**config.mk**
```make
export PLATFORM = sky130hd
export DESIGN_NAME = pwm_aq
export DESIGN_NICKNAME = d
export VERILOG_FILES = /design/src/rtl/pwm_aq_pkg.sv /design/src/rtl/pwm_aq_regs.sv /design/src/rtl/pwm_aq_events.sv /design/src/rtl/pwm_aq_force.sv /design/src/rtl/pwm_aq_chan.sv /design/src/rtl/pwm_aq.sv
export SDC_FILE = /design/constraint.sdc
export NUM_CORES = 1
export LEC_CHECK = 0
export BUFFER_PORTS_ARGS = -buffer_cell sky130_fd_sc_hd__buf_2
export CORE_MARGIN = 2
export CORE_UTILIZATION = 50
export DETAILED_ROUTE_END_ITERATION = 16
export PLACE_DENSITY = 0.71
export SETUP_SLACK_MARGIN = 0.02
export SLEW_MARGIN = 20
export SYNTH_ARGS = -nofsm -noshare
export SYNTH_HDL_FRONTEND = slang
export SYNTH_SLANG_ARGS = --single-unit
```
**constraint.sdc**
```tcl
create_clock -name clk -period 5.07 [get_ports clk]
set_clock_uncertainty 0.15 [all_clocks]
set_input_delay 0.507 -clock clk [delete_from_list [all_inputs] [get_ports clk]]
set_output_delay 0.507 -clock clk [all_outputs]
set_load 0.03 [all_outputs]
```
**src/rtl/pwm_aq_pkg.sv**
```systemverilog
package pwm_aq_pkg;

    localparam int NCH    = 2;
    localparam int ADDR_W = 3;

    // register addresses
    localparam int ADR_ACT_BASE = 0;
    localparam int ADR_CMP_BASE = 2;
    localparam int ADR_FRC      = 4;
    localparam int ADR_RLD      = 5;

    // field positions that software decodes
    localparam int ZERO_LSB = 0;
    localparam int PRD_LSB  = 2;
    localparam int CMPA_LSB = 4;
    localparam int CMPB_LSB = 8;
    localparam int FRC_LSB  = 0;
    localparam int FRC_STEP = 2;
    localparam int RLD_LSB  = 6;

    typedef enum logic [1:0] {
        ACT_NONE   = 2'b00,
        ACT_LOW    = 2'b01,
        ACT_HIGH   = 2'b10,
        ACT_TOGGLE = 2'b11
    } act_e;

    typedef enum logic [1:0] {
        FRC_OFF  = 2'b00,
        FRC_LOW  = 2'b01,
        FRC_HIGH = 2'b10,
        FRC_DIS  = 2'b11
    } frc_e;

    typedef enum logic [1:0] {
        RLD_ZERO   = 2'b00,
        RLD_PRD    = 2'b01,
        RLD_EITHER = 2'b10,
        RLD_IMM    = 2'b11
    } rld_e;

    typedef struct packed {
        act_e cmp_b;
        act_e cmp_a;
        act_e prd;
        act_e zero;
    } evt_act_t;

    typedef struct packed {
        logic cmp_b;
        logic cmp_a;
        logic prd;
        logic zero;
    } evt_t;

    // highest-priority event that has a real action
    function automatic act_e pick_act(evt_t ev, evt_act_t cfg);
        act_e a;
        a = ACT_NONE;
        if (ev.zero  && cfg.zero  != ACT_NONE) a = cfg.zero;
        if (ev.prd   && cfg.prd   != ACT_NONE) a = cfg.prd;
        if (ev.cmp_a && cfg.cmp_a != ACT_NONE) a = cfg.cmp_a;
        if (ev.cmp_b && cfg.cmp_b != ACT_NONE) a = cfg.cmp_b;
        return a;
    endfunction

    function automatic logic apply_act(act_e a, logic cur);
        case (a)
            ACT_LOW:    return 1'b0;
            ACT_HIGH:   return 1'b1;
            ACT_TOGGLE: return ~cur;
            default:    return cur;
        endcase
    endfunction

endpackage

```
**src/rtl/pwm_aq_regs.sv**
```systemverilog
module pwm_aq_regs
    import pwm_aq_pkg::*;
#(
    parameter int CNT_W = 16
) (
    input  logic                clk,
    input  logic                rst,
    input  logic                wr_en,
    input  logic [ADDR_W-1:0]   wr_addr,
    input  logic [CNT_W-1:0]    wr_data,
    output evt_act_t            act_cfg [NCH],
    output logic [CNT_W-1:0]    cmp_val [NCH],
    output frc_e                frc_sh  [NCH],
    output rld_e                rld_mode
);

    localparam logic [ADDR_W-1:0] A_RLD = ADDR_W'(ADR_RLD);

    for (genvar ch = 0; ch < NCH; ch++) begin : g_ch
        localparam logic [ADDR_W-1:0] A_ACT = ADDR_W'(ADR_ACT_BASE + ch);
        localparam logic [ADDR_W-1:0] A_CMP = ADDR_W'(ADR_CMP_BASE + ch);
        localparam logic [ADDR_W-1:0] A_FRC = ADDR_W'(ADR_FRC);
        localparam int FLSB = FRC_LSB + FRC_STEP * ch;

        always_ff @(posedge clk) begin
            if (rst) begin
                act_cfg[ch] <= '{ACT_NONE, ACT_NONE, ACT_NONE, ACT_NONE};
                cmp_val[ch] <= '0;
                frc_sh[ch]  <= FRC_OFF;
            end else if (wr_en) begin
                if (wr_addr == A_ACT) begin
                    act_cfg[ch].zero  <= act_e'(wr_data[ZERO_LSB +: 2]);
                    act_cfg[ch].prd   <= act_e'(wr_data[PRD_LSB  +: 2]);
                    act_cfg[ch].cmp_a <= act_e'(wr_data[CMPA_LSB +: 2]);
                    act_cfg[ch].cmp_b <= act_e'(wr_data[CMPB_LSB +: 2]);
                end
                if (wr_addr == A_CMP)
                    cmp_val[ch] <= wr_data;
                if (wr_addr == A_FRC)
                    frc_sh[ch] <= frc_e'(wr_data[FLSB +: 2]);
            end
        end
    end

    always_ff @(posedge clk) begin
        if (rst)
            rld_mode <= RLD_ZERO;
        else if (wr_en && wr_addr == A_RLD)
            rld_mode <= rld_e'(wr_data[RLD_LSB +: 2]);
    end

endmodule

```
**src/rtl/pwm_aq_events.sv**
```systemverilog
module pwm_aq_events
    import pwm_aq_pkg::*;
#(
    parameter int CNT_W = 16
) (
    input  logic             tick,
    input  logic [CNT_W-1:0] cnt,
    input  logic             zero_evt,
    input  logic             prd_evt,
    input  logic             dir_up,
    input  logic [CNT_W-1:0] cmp_val [NCH],
    output evt_t             evt
);

    // all events are qualified by the tick so later stages need not
    always_comb begin
        evt.zero  = tick & zero_evt;
        evt.prd   = tick & prd_evt;
        evt.cmp_a = tick & dir_up & (cnt == cmp_val[0]);
        evt.cmp_b = tick & dir_up & (cnt == cmp_val[1]);
    end

endmodule

```
**src/rtl/pwm_aq_force.sv**
```systemverilog
module pwm_aq_force
    import pwm_aq_pkg::*;
(
    input  logic clk,
    input  logic rst,
    input  logic tick,
    input  evt_t evt,
    input  frc_e frc_sh  [NCH],
    input  rld_e rld_mode,
    output frc_e frc_act [NCH],
    output frc_e frc_nxt [NCH]
);

    logic load;

    always_comb begin
        case (rld_mode)
            RLD_ZERO:   load = evt.zero;
            RLD_PRD:    load = evt.prd;
            RLD_EITHER: load = evt.zero | evt.prd;
            default:    load = tick;
        endcase
    end

    for (genvar ch = 0; ch < NCH; ch++) begin : g_ch
        assign frc_nxt[ch] = load ? frc_sh[ch] : frc_act[ch];

        always_ff @(posedge clk) begin
            if (rst)
                frc_act[ch] <= FRC_OFF;
            else
                frc_act[ch] <= frc_nxt[ch];
        end
    end

endmodule

```
**src/rtl/pwm_aq_chan.sv**
```systemverilog
module pwm_aq_chan
    import pwm_aq_pkg::*;
(
    input  logic     clk,
    input  logic     rst,
    input  logic     tick,
    input  evt_t     evt,
    input  evt_act_t cfg,
    input  frc_e     frc,
    output logic     pwm
);

    logic pwm_r;
    logic nxt;
    act_e act;

    always_comb begin
        act = pick_act(evt, cfg);
        nxt = apply_act(act, pwm_r);
        if (frc == FRC_LOW)
            nxt = 1'b0;
        else if (frc == FRC_HIGH)
            nxt = 1'b1;
    end

    always_ff @(posedge clk) begin
        if (rst)
            pwm_r <= 1'b0;
        else if (tick)
            pwm_r <= nxt;
    end

    assign pwm = pwm_r;

endmodule

```
**src/rtl/pwm_aq.sv**
```systemverilog
module pwm_aq
    import pwm_aq_pkg::*;
#(
    parameter int CNT_W = 16
) (
    input  logic              clk,
    input  logic              rst,
    input  logic              tick,
    input  logic [CNT_W-1:0]  cnt,
    input  logic              zero_evt,
    input  logic              prd_evt,
    input  logic              dir_up,
    input  logic              wr_en,
    input  logic [ADDR_W-1:0] wr_addr,
    input  logic [CNT_W-1:0]  wr_data,
    output logic              pwm_a,
    output logic              pwm_b
);

    evt_act_t         act_cfg [NCH];
    logic [CNT_W-1:0] cmp_val [NCH];
    frc_e             frc_sh  [NCH];
    frc_e             frc_act [NCH];
    frc_e             frc_nxt [NCH];
    rld_e             rld_mode;
    evt_t             evt;
    logic [NCH-1:0]   pwm_q;

    pwm_aq_regs #(.CNT_W(CNT_W)) u_regs (
        .clk      (clk),
        .rst      (rst),
        .wr_en    (wr_en),
        .wr_addr  (wr_addr),
        .wr_data  (wr_data),
        .act_cfg  (act_cfg),
        .cmp_val  (cmp_val),
        .frc_sh   (frc_sh),
        .rld_mode (rld_mode)
    );

    pwm_aq_events #(.CNT_W(CNT_W)) u_evt (
        .tick     (tick),
        .cnt      (cnt),
        .zero_evt (zero_evt),
        .prd_evt  (prd_evt),
        .dir_up   (dir_up),
        .cmp_val  (cmp_val),
        .evt      (evt)
    );

    pwm_aq_force u_force (
        .clk      (clk),
        .rst      (rst),
        .tick     (tick),
        .evt      (evt),
        .frc_sh   (frc_sh),
        .rld_mode (rld_mode),
        .frc_act  (frc_act),
        .frc_nxt  (frc_nxt)
    );

    for (genvar ch = 0; ch < NCH; ch++) begin : g_chan
        pwm_aq_chan u_chan (
            .clk  (clk),
            .rst  (rst),
            .tick (tick),
            .evt  (evt),
            .cfg  (act_cfg[ch]),
            .frc  (frc_nxt[ch]),
            .pwm  (pwm_q[ch])
        );
    end

    assign pwm_a = pwm_q[0];
    assign pwm_b = pwm_q[1];

endmodule

```
==> results.yml <==
status:
  run_status: "finished, final reports clean"
sta:
  post-route-period-util: 0.582
  setup_viol_count_final: 0
  maximum_operating_frequency_mhz: 339
  slew_viol_final: 0
  final.hold.worst_slack_ps: 253
  worst-slew-pin-transition_ps: 1000
  final-hold-violation-count: 0
  maxSlewHeadroom: 0.326
  timing.final.crit_period_ps: 2950
  rsz0062_at_grt: "false"
  final.setup.tns_ps: 0
synth:
  ys_async_sr_fraction: 0
  synth_area_per_cell_um2: 7.83
  synth_ff_type: "sky130_fd_sc_hd__dfxtp_1"
  netlist-cell-type-count: 48
  synth_fp_nets: 424
  syn_inst: 378
  synth_seq_cells: 60
  seq_area_frac_synth: 0.406
  synth.cell_area_um2: 2960
  yosys_warnings: 0
  synth_enable_flop_cells: 0
hold_path:
  min_from: "wr_data[12]"
  cells_on_worst_hold_path: 3
  worst_hold_path_type: "input port to register"
  endpoint_of_the_worst_hold_timing_path: "u_regs.cmp_val[12]"
setup_path:
  timing.reg2reg.setup_slack_ps: 2120
  arrival_ps: 3030
  r2r_cells: 9
  timing.critical_path.fanout_max: 4
  worst-setup-path-type: "register to register"
  r2r-start: "u_regs.rld_mode[0]"
  r2r_end: "g_chan[0].u_chan.pwm"
  worst_ep_required_time_ps: 5150
  crit_path_start_kind: "register"
  worst_setup_path_end_kind: "register"
cells_and_area:
  syn_to_final_growth_pct: 15.9
  multi_input_comb_area_um2: 1660
  diodes: 0
  drive_above_1_share: 0.158
  seq_area_um2: 1200
  final.fill_count: 573
  finalNetCount: 464
  finalCoreUtilization: 0.590
  stdcell_area_um2: 3430
placement:
  io_buffer_count: 43
  placed_cell_area_um2: 3220
  detailedPlacementHpwl_um: 5530
  routabilityCongestion: 0.803
power_and_ir_drop:
  p_leak_nw: 1.25
  portion_of_total_power_attributed_to_sequential_cells: 0.475
  switching_share: 0.249
  combinationalPowerShare: 0.096
  p_int_mw: 0.772
  net_load_switching_power_mw: 0.256
  power_mw: 1.03
  irDropWorstVdd_v: 0.000151
  share_clk_of_total_power: 0.429
  power_per_cell_area_nw_per_um2: 300
detailed_routing:
  detail_route.wirelength_um: 7780
  post-route-drc-count: 0
  antenna_left: 0
  routedWlPerCell_um: 15.6
  drt_iter0_drc: 214
  via_density_per_instance: 5.55
  first_drt_pass_iteration_count: 4
  detailroute.via_count: 2766
clocking:
  post_cts_buffers: 0
  number_of_buffers_between_clock_root_and_the_deepest_sink: 2
  ctsResizeCount: 0
  clock_tree_from_tritoncts: "built"
  cts_root_buf: "sky130_fd_sc_hd__clkbuf_8"
  htree_levels: 3
  total_clock_buffers_created_by_cts: 9
  cts_num_sinks: 60
  worst_skew_pair.late_latency_ps: 340
  cts_hold_buffers: 0
  clkSlewWorstSetupHoldPaths_ps: 70
global_routing:
  grt_pass1_wl_um: 12600
  first_global_vias: 2604
  initial_antenna_violation_count: 0
  grt_remaining_overflow: 0
  grtUsageTotal: 0.255
  largest_net_degree_at_the_start_of_global_routing: 62
floorplan:
  standard_cell_core_area_um2: 5820
  fp.dieArea_um2: 6550
  num_io_pins: 44
  fp.dieH_um: 80.9
  fp.dieW_um: 80.9
  row_count: 28
  initial_utilization: 0.509
job:
  drv_cap: 0
## cell usage after synthesis, types with 3 or more instances
cell / n / area [um^2]
sky130_fd_sc_hd__nand2_1: 103 / 387
sky130_fd_sc_hd__dfxtp_1: 60 / 1200
sky130_fd_sc_hd__a21oi_1: 48 / 240
sky130_fd_sc_hd__xnor2_1: 24 / 210
sky130_fd_sc_hd__nor2_1: 19 / 71.3
sky130_fd_sc_hd__clkbuf_1: 15 / 56.3
sky130_fd_sc_hd__nand4_1: 11 / 68.8
sky130_fd_sc_hd__inv_1: 10 / 37.5
sky130_fd_sc_hd__mux2i_1: 10 / 100
sky130_fd_sc_hd__nand2b_1: 6 / 37.5
sky130_fd_sc_hd__o21ai_0: 6 / 30.0
sky130_fd_sc_hd__xor2_1: 6 / 52.6
sky130_fd_sc_hd__a31oi_1: 4 / 25.0
sky130_fd_sc_hd__ha_1: 4 / 50.1
sky130_fd_sc_hd__nand3_1: 4 / 20.0
sky130_fd_sc_hd__nor3_1: 4 / 20.0
sky130_fd_sc_hd__nand4b_1: 3 / 26.3
sky130_fd_sc_hd__or2_2: 3 / 18.8
## area by class of cell
cell class                 count  area share
inverter                      11      0.0120
sequential                    60       0.350
tap                           75      0.0274
multi-input combinational    291       0.483
clock buffer                  12      0.0453
timing repair buffer          45      0.0679
clock inverter                 4      0.0139
## placed cells by master (no fill, tap or decap), types with 2 or more instances in the layout
master                        n
sky130_fd_sc_hd__o21ai_0      6
sky130_fd_sc_hd__nor2b_1      2
sky130_fd_sc_hd__a31oi_1      4
sky130_fd_sc_hd__nand2_1    103
sky130_fd_sc_hd__inv_1       10
sky130_fd_sc_hd__nand3_1      4
sky130_fd_sc_hd__xor2_1       6
sky130_fd_sc_hd__nand4b_1     3
sky130_fd_sc_hd__or3_1        2
sky130_fd_sc_hd__a311oi_1     2
sky130_fd_sc_hd__a21o_1       2
sky130_fd_sc_hd__nor2_1      19
sky130_fd_sc_hd__buf_4        3
sky130_fd_sc_hd__dfxtp_1     60
sky130_fd_sc_hd__or2_2        3
sky130_fd_sc_hd__o211ai_1     2
sky130_fd_sc_hd__ha_1         4
sky130_fd_sc_hd__a211o_1      2
sky130_fd_sc_hd__xnor2_1     24
sky130_fd_sc_hd__a21oi_1     48
sky130_fd_sc_hd__a32o_1       2
sky130_fd_sc_hd__nand4_1     11
sky130_fd_sc_hd__nor3_1       4
sky130_fd_sc_hd__clkbuf_8    11
sky130_fd_sc_hd__nand2b_1     6
sky130_fd_sc_hd__clkinv_2     2
sky130_fd_sc_hd__buf_2       42
sky130_fd_sc_hd__o2111ai_1    2
sky130_fd_sc_hd__mux2i_1     10
## registers in the layout (all words and copies together), names as in the netlist
| register | count |
|---|---|
| u_regs.act_cfg | 16 |
| g_chan.u_chan.pwm | 2 |
| u_regs.cmp_val | 32 |
| u_force.frc_act | 4 |
| u_regs.frc_sh | 4 |
| u_regs.rld_mode | 2 |
## routing by layer
metal | vias to the layer above | track usage | wire length [um]
met5 | - | 0 | 0
met4 | 0 | 0.103 | 227
met3 | 18 | 0.0656 | 475
met2 | 91 | 0.398 | 3620
met1 | 1285 | 0.337 | 3460
li1 | 1372 | - | -
## power groups by stage
stage	Clock (mW)	Sequential [mW]	Combinational (mW)
floorplan	0	0.497	0.0554
global placement	0	0.498	0.0962
detailed placement	0	0.499	0.0978
CTS	0.446	0.488	0.0988
global route	0.470	0.489	0.109
finish	0.441	0.488	0.0991
## critical path: stages (launching register included)
cell and delay (ps):
sky130_fd_sc_hd__dfxtp_1 350, sky130_fd_sc_hd__o311ai_1 820, sky130_fd_sc_hd__mux2i_1 390, sky130_fd_sc_hd__inv_1 80, sky130_fd_sc_hd__ha_1 200, sky130_fd_sc_hd__nor2_1 90, sky130_fd_sc_hd__nor4b_1 260, sky130_fd_sc_hd__a41o_1 150
sky130_fd_sc_hd__a311oi_1 50, sky130_fd_sc_hd__mux2_1 300
## per-stage QoR
stage,worst slack [ps],instances
2_1_floorplan,2230,378
3_3_place_gp,2050,482
3_5_place_dp,1870,482
4_1_cts,2120,498
5_1_grt,1870,498
6_report,2120,498
## kinds of logic (layout without fill, tap and decap cells)
kind of cell | after synthesis | after routing | share of synthesized area
AO/OA/AOI/OAI | 79 | 79 | 0.161
XOR/XNOR | 30 | 30 | 0.0888
adder cells (fa/ha/maj) | 4 | 4 | 0.0169
buffers and inverters | 27 | 72 | 0.0342
flip-flops | 60 | 60 | 0.406
multiplexers | 11 | 11 | 0.0376
AND/OR/NAND/NOR | 167 | 167 | 0.256
## how the worst max path moves through the flow
stage,start,depth (start not counted),to,slack (ps)
global placement,prd_evt,10,g_chan[0].u_chan.pwm,2050
CTS,u_regs.rld_mode[0],9,g_chan[0].u_chan.pwm,2120
finish,u_regs.rld_mode[0],9,g_chan[0].u_chan.pwm,2120
global route,u_regs.rld_mode[0],9,g_chan[0].u_chan.pwm,1870
floorplan,prd_evt,10,g_chan[0].u_chan.pwm,2230
detailed placement,prd_evt,10,g_chan[0].u_chan.pwm,1870
No activity file was read; power rests on OpenSTA's default activity.
